<file path="src/rtl/uart_regfront_pkg.sv">
// Package: shared register indices and service-mode encoding for the
// UART register front-end. Assumes a 4-bit register index on the bus.
package uart_regfront_pkg;

    typedef enum logic [1:0] {
        MODE_OFF  = 2'd0,
        MODE_IRQ  = 2'd1,
        MODE_DMA0 = 2'd2,
        MODE_DMA1 = 2'd3
    } svc_mode_t;

    localparam logic [3:0] REG_CTRL  = 4'h0;
    localparam logic [3:0] REG_STAT  = 4'h1;
    localparam logic [3:0] REG_FSTAT = 4'h2;
    localparam logic [3:0] REG_DIV   = 4'h3;
    localparam logic [3:0] REG_RXB   = 4'h4;
    localparam logic [3:0] REG_RXH   = 4'h5;
    localparam logic [3:0] REG_RXW   = 4'h6;
    localparam logic [3:0] REG_TXB   = 4'h8;
    localparam logic [3:0] REG_TXH   = 4'h9;
    localparam logic [3:0] REG_TXW   = 4'hA;

    localparam int STAT_RDY_BIT = 5;

endpackage

</file>
<file path="src/rtl/uart_rx_hold.sv">
// Receive holding stage: keeps one byte plus its data-ready flag.
// Accepts a new byte only when the mode is not off and the flag is clear;
// a read strobe empties it. Assumes clear and accept never coincide.
module uart_rx_hold
    import uart_regfront_pkg::*;
(
    input  logic       clk,
    input  logic       rst_n,
    input  svc_mode_t  mode,
    input  logic       in_valid,
    input  logic [7:0] in_data,
    output logic       in_ready,
    input  logic       clear,
    output logic       data_rdy,
    output logic [7:0] held_byte,
    output logic       irq
);

    logic accept;

    assign in_ready = (mode != MODE_OFF) && !data_rdy;
    assign accept   = in_valid && in_ready;

    // Hold the byte and the data-ready flag.
    always_ff @(posedge clk) begin
        if (!rst_n) begin
            data_rdy  <= 1'b0;
            held_byte <= '0;
        end else if (accept) begin
            data_rdy  <= 1'b1;
            held_byte <= in_data;
        end else if (clear) begin
            data_rdy  <= 1'b0;
        end
    end

    // One-cycle interrupt pulse for each byte taken in interrupt mode.
    always_ff @(posedge clk) begin
        if (!rst_n) irq <= 1'b0;
        else        irq <= accept && (mode == MODE_IRQ);
    end

endmodule

</file>
<file path="src/rtl/uart_tx_serializer.sv">
// Transmit serializer: loads a word and a byte count, then offers the
// bytes least significant first on a valid/ready stream. Flags the
// cycle in which its last byte is taken. Assumes start only while idle.
module uart_tx_serializer #(
    parameter int DATA_W = 32,
    localparam int NBYTES = DATA_W / 8,
    localparam int CNT_W  = $clog2(NBYTES) + 1
) (
    input  logic              clk,
    input  logic              rst_n,
    input  logic              start,
    input  logic [DATA_W-1:0] load_data,
    input  logic [CNT_W-1:0]  load_bytes,
    output logic              busy,
    output logic              out_valid,
    output logic [7:0]        out_data,
    input  logic              out_ready,
    output logic              last_xfer
);

    logic [DATA_W-1:0] shreg;
    logic [CNT_W-1:0]  remain;
    logic              xfer;

    assign out_valid = busy;
    assign out_data  = shreg[7:0];
    assign xfer      = busy && out_ready;
    assign last_xfer = xfer && (remain == CNT_W'(1));

    // Load on start, shift one byte out per accepted transfer.
    always_ff @(posedge clk) begin
        if (!rst_n) begin
            busy   <= 1'b0;
            shreg  <= '0;
            remain <= '0;
        end else if (start) begin
            busy   <= 1'b1;
            shreg  <= load_data;
            remain <= load_bytes;
        end else if (xfer) begin
            shreg  <= shreg >> 8;
            remain <= remain - CNT_W'(1);
            if (remain == CNT_W'(1)) busy <= 1'b0;
        end
    end

endmodule

</file>
<file path="src/rtl/uart_dma_req.sv">
// DMA request generator: one request line per channel, raised for receive
// when that channel serves receive and data is held, and for transmit
// whenever that channel serves transmit. Channel n uses mode code 2+n.
module uart_dma_req
    import uart_regfront_pkg::*;
#(
    parameter int NUM_CH = 2
) (
    input  svc_mode_t         rx_mode,
    input  svc_mode_t         tx_mode,
    input  logic              rx_rdy,
    output logic [NUM_CH-1:0] req
);

    for (genvar ch = 0; ch < NUM_CH; ch++) begin : g_ch
        localparam logic [1:0] SEL = 2'(2 + ch);
        // Combine the receive and transmit demands for this channel.
        always_comb begin
            req[ch] = ((rx_mode == svc_mode_t'(SEL)) && rx_rdy) ||
                      (tx_mode == svc_mode_t'(SEL));
        end
    end

endmodule

</file>
<file path="src/rtl/uart_regfront.sv">
// UART register front-end: decodes the register port, stores control and
// divisor, and routes receive/transmit service to interrupts or DMA
// requests. Assumes the master holds its request until bus_ready.
module uart_regfront
    import uart_regfront_pkg::*;
#(
    parameter int ADDR_W = 4,
    parameter int DATA_W = 32,
    parameter int CTRL_W = 8,
    parameter int DIV_W  = 16,
    parameter int NUM_CH = 2,
    localparam int CNT_W = $clog2(DATA_W / 8) + 1
) (
    input  logic              clk,
    input  logic              rst_n,
    input  logic              bus_valid,
    input  logic              bus_write,
    input  logic [ADDR_W-1:0] bus_addr,
    input  logic [DATA_W-1:0] bus_wdata,
    output logic              bus_ready,
    output logic [DATA_W-1:0] bus_rdata,
    input  logic              rx_in_valid,
    input  logic [7:0]        rx_in_data,
    output logic              rx_in_ready,
    output logic              tx_valid,
    output logic [7:0]        tx_data,
    input  logic              tx_ready,
    output logic              rx_irq,
    output logic              tx_irq,
    output logic [NUM_CH-1:0] dma_req
);

    logic [CTRL_W-1:0] ctrl_q;
    logic [DIV_W-1:0]  div_q;
    svc_mode_t         rx_mode, tx_mode;
    logic              rx_rdy;
    logic [7:0]        rx_byte;
    logic              rd_acc, wr_acc, rx_hit, tx_hit;
    logic              tx_start, tx_busy, tx_last;
    logic [CNT_W-1:0]  tx_nbytes;
    logic              tx_irq_q;

    assign rx_mode = svc_mode_t'(ctrl_q[1:0]);
    assign tx_mode = svc_mode_t'(ctrl_q[3:2]);
    assign rd_acc  = bus_valid && !bus_write;
    assign wr_acc  = bus_valid && bus_write;

    // Classify the current address into alias groups and byte counts.
    always_comb begin
        rx_hit    = 1'b0;
        tx_hit    = 1'b0;
        tx_nbytes = CNT_W'(1);
        unique case (4'(bus_addr))
            REG_RXB, REG_RXH, REG_RXW: rx_hit = 1'b1;
            REG_TXB: tx_hit = 1'b1;
            REG_TXH: begin tx_hit = 1'b1; tx_nbytes = CNT_W'(2); end
            REG_TXW: begin tx_hit = 1'b1; tx_nbytes = CNT_W'(4); end
            default: ;
        endcase
    end

    assign tx_start = wr_acc && tx_hit && (tx_mode != MODE_OFF) && !tx_busy;

    // Response: a live transmit write waits for its last byte.
    always_comb begin
        if (wr_acc && tx_hit && (tx_mode != MODE_OFF)) bus_ready = tx_last;
        else                                           bus_ready = 1'b1;
    end

    // Read data multiplexer.
    always_comb begin
        bus_rdata = '0;
        unique case (4'(bus_addr))
            REG_CTRL:  bus_rdata = DATA_W'(ctrl_q);
            REG_STAT:  bus_rdata[STAT_RDY_BIT] = rx_rdy;
            REG_FSTAT: bus_rdata[2:0] = {2'b00, rx_rdy};
            REG_DIV:   bus_rdata = DATA_W'(div_q);
            REG_RXB, REG_RXH, REG_RXW: bus_rdata = DATA_W'(rx_byte);
            default: ;
        endcase
    end

    // Writable configuration registers.
    always_ff @(posedge clk) begin
        if (!rst_n) begin
            ctrl_q <= '0;
            div_q  <= '0;
        end else if (wr_acc) begin
            if (4'(bus_addr) == REG_CTRL) ctrl_q <= bus_wdata[CTRL_W-1:0];
            if (4'(bus_addr) == REG_DIV)  div_q  <= bus_wdata[DIV_W-1:0];
        end
    end

    // Transmit interrupt after the final byte of a write in interrupt mode.
    always_ff @(posedge clk) begin
        if (!rst_n) tx_irq_q <= 1'b0;
        else        tx_irq_q <= tx_last && (tx_mode == MODE_IRQ);
    end
    assign tx_irq = tx_irq_q;

    uart_rx_hold u_rx (
        .clk       (clk),
        .rst_n     (rst_n),
        .mode      (rx_mode),
        .in_valid  (rx_in_valid),
        .in_data   (rx_in_data),
        .in_ready  (rx_in_ready),
        .clear     (rd_acc && rx_hit),
        .data_rdy  (rx_rdy),
        .held_byte (rx_byte),
        .irq       (rx_irq)
    );

    uart_tx_serializer #(.DATA_W(DATA_W)) u_tx (
        .clk        (clk),
        .rst_n      (rst_n),
        .start      (tx_start),
        .load_data  (bus_wdata),
        .load_bytes (tx_nbytes),
        .busy       (tx_busy),
        .out_valid  (tx_valid),
        .out_data   (tx_data),
        .out_ready  (tx_ready),
        .last_xfer  (tx_last)
    );

    uart_dma_req #(.NUM_CH(NUM_CH)) u_dma (
        .rx_mode (rx_mode),
        .tx_mode (tx_mode),
        .rx_rdy  (rx_rdy),
        .req     (dma_req)
    );

endmodule

</file>
<file path="config.mk">
export PLATFORM = sky130hd
export DESIGN_NAME = uart_regfront
export DESIGN_NICKNAME = d
export VERILOG_FILES = /design/src/rtl/uart_regfront_pkg.sv /design/src/rtl/uart_rx_hold.sv /design/src/rtl/uart_tx_serializer.sv /design/src/rtl/uart_dma_req.sv /design/src/rtl/uart_regfront.sv
export SDC_FILE = /design/constraint.sdc
export NUM_CORES = 1
export LEC_CHECK = 0
export CORE_ASPECT_RATIO = 1.4
export CORE_MARGIN = 2
export CORE_UTILIZATION = 53
export CTS_CLUSTER_DIAMETER = 150
export DETAILED_ROUTE_END_ITERATION = 6
export PLACE_DENSITY = 0.83
export SLEW_MARGIN = 15
export SYNTH_ARGS = -nofsm -noshare
export SYNTH_HDL_FRONTEND = slang
export SYNTH_SLANG_ARGS = --single-unit
</file>
<file path="constraint.sdc">
create_clock -name clk -period 4.7 [get_ports clk]
set_clock_uncertainty 0.15 [all_clocks]
set_input_delay 0.94 -clock clk [delete_from_list [all_inputs] [get_ports clk]]
set_output_delay 0.94 -clock clk [all_outputs]
set_load 0.1 [all_outputs]
</file>
Word-level counts from Yosys, hierarchy flattened. Cells that the tools add are included.

$add $sub $neg: 1. Equal/unequal tests: 16. Muxes and demuxes: 17. Reduce and logical (&&, ||, !) cells: 30.

Operators by type and width (count): $mux W32 (2); $pmux W10 S3 (1); $logic_and A1 B1 Y1 (14); $eq A4 B3 Y1 const B (3); $eq A4 B4 Y1 const B (3); $pmux W3 S4 (1); $reduce_bool A2 Y1 (5); $eq A2 B2 Y1 const B (4); $eq A4 B2 Y1 const B (2); $mux W1 (8); $mux W3 (2); $pmux W2 S3 (1); $pmux W3 S2 (1); $reduce_and A2 Y1 (3); $reduce_or A3 Y1 (2); $eq A2 B1 Y1 const B (2); $eq A4 B1 Y1 const B (1); $logic_not A4 Y1 (1); $pmux W1 S4 (1); $eq A3 B1 Y1 const B (1); $logic_not A1 Y1 (3); $sub A3 B1 Y3 const B (1); $logic_or A1 B1 Y1 (2).

Register bits: 71. Output and inout port bits: 47. Word-level logic and storage cells: 73.

Depth between registers and ports, before layout. Gate-level depths: netlist (run 1).

Word-level depth: 8. Depth in mapped cells: 6. Gate-level depth less buffers: 5.

Hierarchy. Synthesis (run 1) repeated with hierarchy kept, for this count alone.

Cells, all modules: 389. Area, all modules: 3467.1 µm².

Modules (own cells, without submodules): uart_tx_serializer (times used 1, cells an instance 175, area each 1609.0 µm², sequential area each 720.7 µm²); uart_regfront (times used 1, cells an instance 167, area each 1428.9 µm², sequential area each 500.5 µm²); uart_rx_hold (times used 1, cells an instance 43, area each 405.4 µm², sequential area each 200.2 µm²); uart_dma_req (times used 1, cells an instance 4, area each 23.8 µm², sequential area each 0.0 µm²).

Worst setup path after synthesis (run 1). OpenSTA, ideal clock, no wires.

Path type: input to output. From: input port bus_addr[1]. To: output port bus_rdata[3]. Data arrival time: 2.543 ns. Required time: 3.610 ns. Path slack: 1.067 ns. Stages on the path: 5. Path buffers: 2. Cells stage by stage: buf_6 or4_1 buf_2 nor2_1 a221o_1.

Cells in the longest elaborated chain, start to end: 3.

Ends and longest elaborated chain: start: declaration (RTL line uart_regfront.sv:18) `input logic [ADDR_W-1:0] bus_addr,`; $eq A4 B3 Y1 (RTL line uart_regfront.sv:73) `unique case (4'(bus_addr))`; $reduce_or A3 Y1 (RTL line uart_regfront.sv:73); $pmux W2 S3 (*) (RTL line uart_regfront.sv:73); end: declaration (RTL line uart_regfront.sv:21) `output logic [DATA_W-1:0] bus_rdata,`.

Every way passes the cells marked *; elsewhere a longest branch is shown, timed or not.

Final worst setup path (run 1). Ends and elaborated chain as after synthesis.

==> impl_metrics.csv, run 1 <==
group,metric,value,unit
detailed_routing,vias_per_cell,6.29,
timing,max_slew_margin,27.1,%
critical_path,arrival,2.91,ns
pwr,power_density,282,mW/mm^2
timing,min_period,4.00,ns
global_routing,grt_pass1_wl,17.0,mm
synth,synth_top_cell_by_area,"dfxtp_1",
place,io_buffers,80,
status,outcome,"finished clean",
clock_network,postCtsSetupBuffers,0,
final_layout,final_util,68.2,%
worst_hold_path,hold_depth,2,
detailed_routing,ant_nets,0,
pwr,ir_worst_vdd,0.000210,V
final_layout,insertedDiodeCount,0,
global_routing,grt_max_degree,39,
synth,yosysSeqAreaShare,38.2,%
synth,synth.area.mux_share,0.538,%
synth,yosys-top-cells-count,"71 x dfxtp_1, 57 x nand3_1, 42 x a21oi_1",
critical_path,critPathLaunchType,"input pin",
clock_network,cts_buffer_depth,2,
synth,async_flop_share,0,%
detailed_routing,vias,3701,
floorplan,coreArea,0.00689,mm^2
detailed_routing,drtIter0Drc,517,
clock_network,numCtsBuffers,9,
worst_hold_path,holdCritPathClass,"flip-flop to flip-flop",
timing,report.final.hold_viol_count,0,
clock_network,cts_hold_buf,0,
pwr,p_leak,0.00149,uW
synth,synth_edf_count,0,
clock_network,cts_resized,0,
floorplan,die_area,0.00771,mm^2
worst_hold_path,hold_path_startpoint,"div_q[11]",
synth,ys.flop_type,"dfxtp_1",
timing,min_period_over_period,85.1,%
critical_path,reg2reg_from,"u_tx.busy",
critical_path,ff2ff_setup_slack,2.39,ns
floorplan,rows,36,
synth,yosys-top-cells-area,"dfxtp_1 38%, nand3_1 7.7%, a21oi_1 5.7%, buf_4 5.2%, o311ai_0 4.0%",
place,routabilityCongestion,0.878,
detailed_routing,dr.pass1.iters,7,
synth,synthXorXnorAreaFrac,0.471,%
floorplan,ios,97,
timing,drv_slew,0,
place,detailed_place_hpwl,6.76,mm
critical_path,cpMaxStageDelayCell,"or4_1",
detailed_routing,drt_drc_violations_left,0,
worst_hold_path,whs_endpoint,"div_q[11]",
clock_network,clk_pin_slew,0.07,ns
synth,synthCells,447,
synth,yosys.area.top_type_share,38.2,%
critical_path,cp.required,3.61,ns
clock_network,root_buffer,"clkbuf_8",
synth,synth_top_family_by_area,"compound AO/OA/AOI/OAI gates",
synth,synth_compound_area_share,24.1,%
clock_network,clock-sinks,71,
synth,synthesis.area,0.00372,mm^2
timing,rsz0062_at_grt,"no",
timing,fmax,250,MHz
timing,setup_tns,0,ns
synth,yosysWarnings,0,
final_layout,fillerInstances,564,
synth,synth-seq-cells,71,
synth,synthAdderAreaFrac,0.673,%
global_routing,antenna_found_initial,0,
pwr,finalPower,1330,uW
global_routing,track_usage,28.1,%
clock_network,insertion_delay,0.36,ns
critical_path,path_class,"input pin to output pin",
timing,setup_viol,0,
critical_path,max_stage_delay,0.80,ns
final_layout,final_net_count,540,
clock_network,cts_tree,"done",
floorplan,start_util,54.0,%
timing,worst_slew_pin_slew,1.09,ns
run,maxCapViolCount,0,
critical_path,crit_chain,"clkdlybuf4s50_1 -> or4_1 -> nor2_1 -> a221o_1 -> buf_12",
critical_path,endpoint_kind,"output pin",
floorplan,dieHeight,103,um
critical_path,crit_path_max_fanout,11,
synth,synth_area_per_cell,8.32,um^2
synth,synth_most_common_cell,"dfxtp_1",
synth,synth_simple_gate_area_share,22.9,%
detailed_routing,wire_per_inst,17.8,um
detailed_routing,routed_wl,10.5,mm
global_routing,grt.overflow.total,0,
floorplan,die_w,74.8,um
final_layout,area_delta_synth_final,26.3,%
critical_path,worstRegToRegCells,4,
critical_path,reg2reg_to,"u_tx.remain[1]",
final_layout,drive_above_1_share,10.1,%
synth,yosysUniqueCellTypes,47,
clock_network,cts_max_level,3,
global_routing,grt_pass1_vias,3453,
==> cells in the final DEF (no fill, tap or decap), types with 8 or more instances in the layout <==
cell and n:
conb_1 16, a21oi_1 42, a311oi_1 16, o21ai_0 24, buf_12 16, a221o_1 8, nor4_1 20, clkdlybuf4s50_1 63
o21ai_1 8, nand2_1 25, nand4_1 17, dfxtp_1 71, a31oi_1 8, and2_1 15, buf_4 11, nand3_1 57
clkbuf_8 10, o311ai_0 17
==> report_power, final <==
part	switching [uW]	internal [uW]
logic	120	48.6
clock network	238	314
registers	1.64	603
total	360	965
==> state kept, by name (all words and copies together) (netlist names) <==
signal and cells:
ctrl_q 8, div_q 16, tx_irq 1, u_rx.data_rdy 1, u_rx.held_byte 8, u_rx.irq 1, u_tx.busy 1, u_tx.remain 3
u_tx.shreg 32
==> per-stage QoR <==
step | instance area (um^2) | std cells | hold WS, ns | worst slack (ns)
6_report | 4700 | 588 | 0.325 | 0.699
5_1_grt | 4700 | 588 | 0.344 | 0.591
4_1_cts | 4700 | 588 | 0.327 | 0.703
3_5_place_dp | 4480 | 572 | 0.317 | 0.705
3_3_place_gp | 4480 | 572 | 0.311 | 0.761
2_1_floorplan | 3780 | 462 | 0.299 | 1.07
==> layer usage <==
layer | global-route usage (%) | part of all wire (%) | vias to the layer above
met5 | 0 | 0 | -
li1 | - | - | 1725
met4 | 11.5 | 2.9 | 0
met1 | 36.6 | 40 | 1718
met3 | 5.28 | 7.6 | 35
met2 | 45.5 | 50 | 223
==> worst max-delay path: cells and delay by family <==
kind,cells,cell delay (ns)
AOI/OAI and AO/OA,1,0.19
buffers and inverters,2,0.82
and+or+nand+nor,2,0.96
==> worst max path at each step <==
stage | slack [ns] | cells past startpoint | from | endpoint
CTS | 0.70 | 5 | bus_addr[1] | bus_rdata[3]
finish | 0.70 | 5 | bus_addr[1] | bus_rdata[3]
floorplan | 1.07 | 5 | bus_addr[1] | bus_rdata[3]
global route | 0.59 | 5 | bus_addr[1] | bus_rdata[3]
detailed placement | 0.71 | 4 | bus_addr[1] | bus_rdata[0]
global placement | 0.76 | 5 | bus_addr[1] | bus_rdata[3]
==> final cells by class <==
type	instances	area, um^2	area share, %
Timing Repair Buffer	90	1030	22.0
Clock inverter	5	81.3	1.73
Inverter	8	30.0	0.639
Clock buffer	11	141	3.01
Multi-Input combinational cell	308	1870	39.9
Tap cell	95	119	2.53
Sequential cell	71	1420	30.2
==> logic make-up (layout without fill, tap and decap cells) <==
kind of cell    count (synthesis)  in the layout
flops                          71             71
compound gates                134            134
fa+ha+maj                       2              2
other cells                     1             16
xor+xnor                        2              2
buf+inv                        83            114
mux                             2              2
simple gates                  152            152
(Power assumes the default switching activity.)
==> run 2: changes to the inputs <==
Settings changed: CTS_CLUSTER_SIZE from default to 24.
==> results of run 2 <==
Final layout, timing and power as in run 1 (identical DEF).
==> run 3: changes to the inputs <==
Settings changed: CORE_UTILIZATION 53 to 29, PLACE_DENSITY 0.83 to 0.49.
==> impl_metrics.csv, run 3 (synthesis gave the netlist of run 1 again) <==
group,metric,value,unit
detailed_routing,met3_length,548,um
timing,hold_ws,0.325,ns
detailed_routing,vias,3611,
detailed_routing,ant_nets,0,
floorplan,coreArea,0.0127,mm^2
clock_network,cts_resized,0,
final_layout,largest_reg_flops,32,
timing,max_slew_margin,31.9,%
clock_network,clk_pin_slew,0.06,ns
floorplan,dieHeight,138,um
clock_network,cts_hold_buf,0,
timing,setup_tns,0,ns
global_routing,antenna_found_initial,0,
timing,worst_slew_pin_slew,1.02,ns
final_layout,top_regs,"u_tx.shreg (32), div_q (16)",
floorplan,die_w,99.7,um
floorplan,ios,97,
critical_path,crit_path_max_fanout,11,
final_layout,area_delta_synth_final,31.6,%
final_layout,drive_above_1_share,11.1,%
floorplan,start_util,29.3,%
place,detailed_place_hpwl,8.11,mm
final_layout,final_common_cell,"dfxtp_1",
timing,setup_viol,0,
detailed_routing,met1_length,5.09,mm
final_layout,fillerInstances,1312,
clock_network,clock-sinks,71,
pwr,ir_worst_vdd,0.000186,V
clock_network,numCtsBuffers,9,
critical_path,arrival,2.92,ns
global_routing,grt_max_degree,44,
floorplan,rows,49,
clock_network,insertion_delay,0.33,ns
global_routing,grt_pass1_wl,19.5,mm
global_routing,grt_pass1_vias,3528,
critical_path,cp.required,3.61,ns
timing,drv_slew,0,
detailed_routing,routed_wl,12.2,mm
timing,rsz0062_at_grt,"no",
critical_path,endpoint_kind,"output pin",
clock_network,cts_buffer_depth,2,
pwr,finalPower,1460,uW
final_layout,insertedDiodeCount,0,
final_layout,final_util,38.6,%
final_layout,final_net_count,543,
detailed_routing,wire_per_inst,18.8,um
final_layout,final_cell_mix,"71 x dfxtp_1, 62 x clkdlybuf4s50_1, 57 x nand3_1",
detailed_routing,drtIter0Drc,180,
clock_network,postCtsSetupBuffers,0,
critical_path,path_class,"input pin to output pin",
status,outcome,"finished clean",
timing,min_period,4.01,ns
global_routing,grt.overflow.total,0,
run,maxCapViolCount,0,
clock_network,cts_tree,"done",
worst_hold_path,holdCritPathClass,"flip-flop to flip-flop",
detailed_routing,dr.pass1.iters,4,
pwr,p_leak,0.00155,uW
detailed_routing,highest_layer,"met4",
timing,min_period_over_period,85.4,%
global_routing,track_usage,17.9,%
critical_path,critPathLaunchType,"input pin",
detailed_routing,wl_met2,6.11,mm
detailed_routing,vias_per_cell,5.56,
place,routabilityCongestion,0.833,
timing,report.final.hold_viol_count,0,
place,io_buffers,80,
detailed_routing,drt_drc_violations_left,0,
clock_network,cts_max_level,3,
floorplan,die_area,0.0138,mm^2
final_layout,regMostFlops,"u_tx.shreg",
clock_network,root_buffer,"clkbuf_16",
pwr,power_density,299,mW/mm^2
timing,fmax,249,MHz
-- run 3: layer usage --
layer	global-route usage, %	vias up
met1	22.0	1731
met5	0	-
met3	2.88	23
met2	29.8	117
met4	9.66	0
li1	-	1740
-- run 3: area by class of cell --
type	count	area [um^2]	area share, %
clock inverter	6	60.1	1.23
sequential	71	1420	29.0
multi-input combinational	308	1870	38.3
tap	153	191	3.91
timing repair buffer	93	1080	22.0
inverter	8	30.0	0.614
clock buffer	10	239	4.88
-- run 3: per-stage QoR --
stage	setup slack, ns	instance area [um^2]	std cells
finish	0.685	4890	649
global route	0.570	4890	649
CTS	0.672	4890	649
detailed placement	0.707	4590	633
global placement	0.723	4590	633
floorplan	1.07	3780	462
-- run 3: where the power goes --
part | switching [uW] | internal (uW)
clock network | 259 | 422
registers | 1.55 | 604
logic | 126 | 50.4
total | 386 | 1080
-- run 3: path summary, 6_finish.rpt --
check	slack (ns)	to	from	cells past startpoint
worst max-delay path	0.69	bus_rdata[3]	bus_addr[1]	5
worst min-delay path	0.32	u_rx.held_byte[4]	u_rx.held_byte[4]	2
worst max register to register	2.63	u_tx.shreg[11]	u_tx.busy	4
worst min register to register	0.32	u_rx.held_byte[4]	u_rx.held_byte[4]	2
-- run 3: worst max-delay path, stage by stage --
cell,delay [ns]
clkdlybuf4s50_1,0.64
or4_1,0.80
nor2_1,0.18
a221o_1,0.17
buf_12,0.18
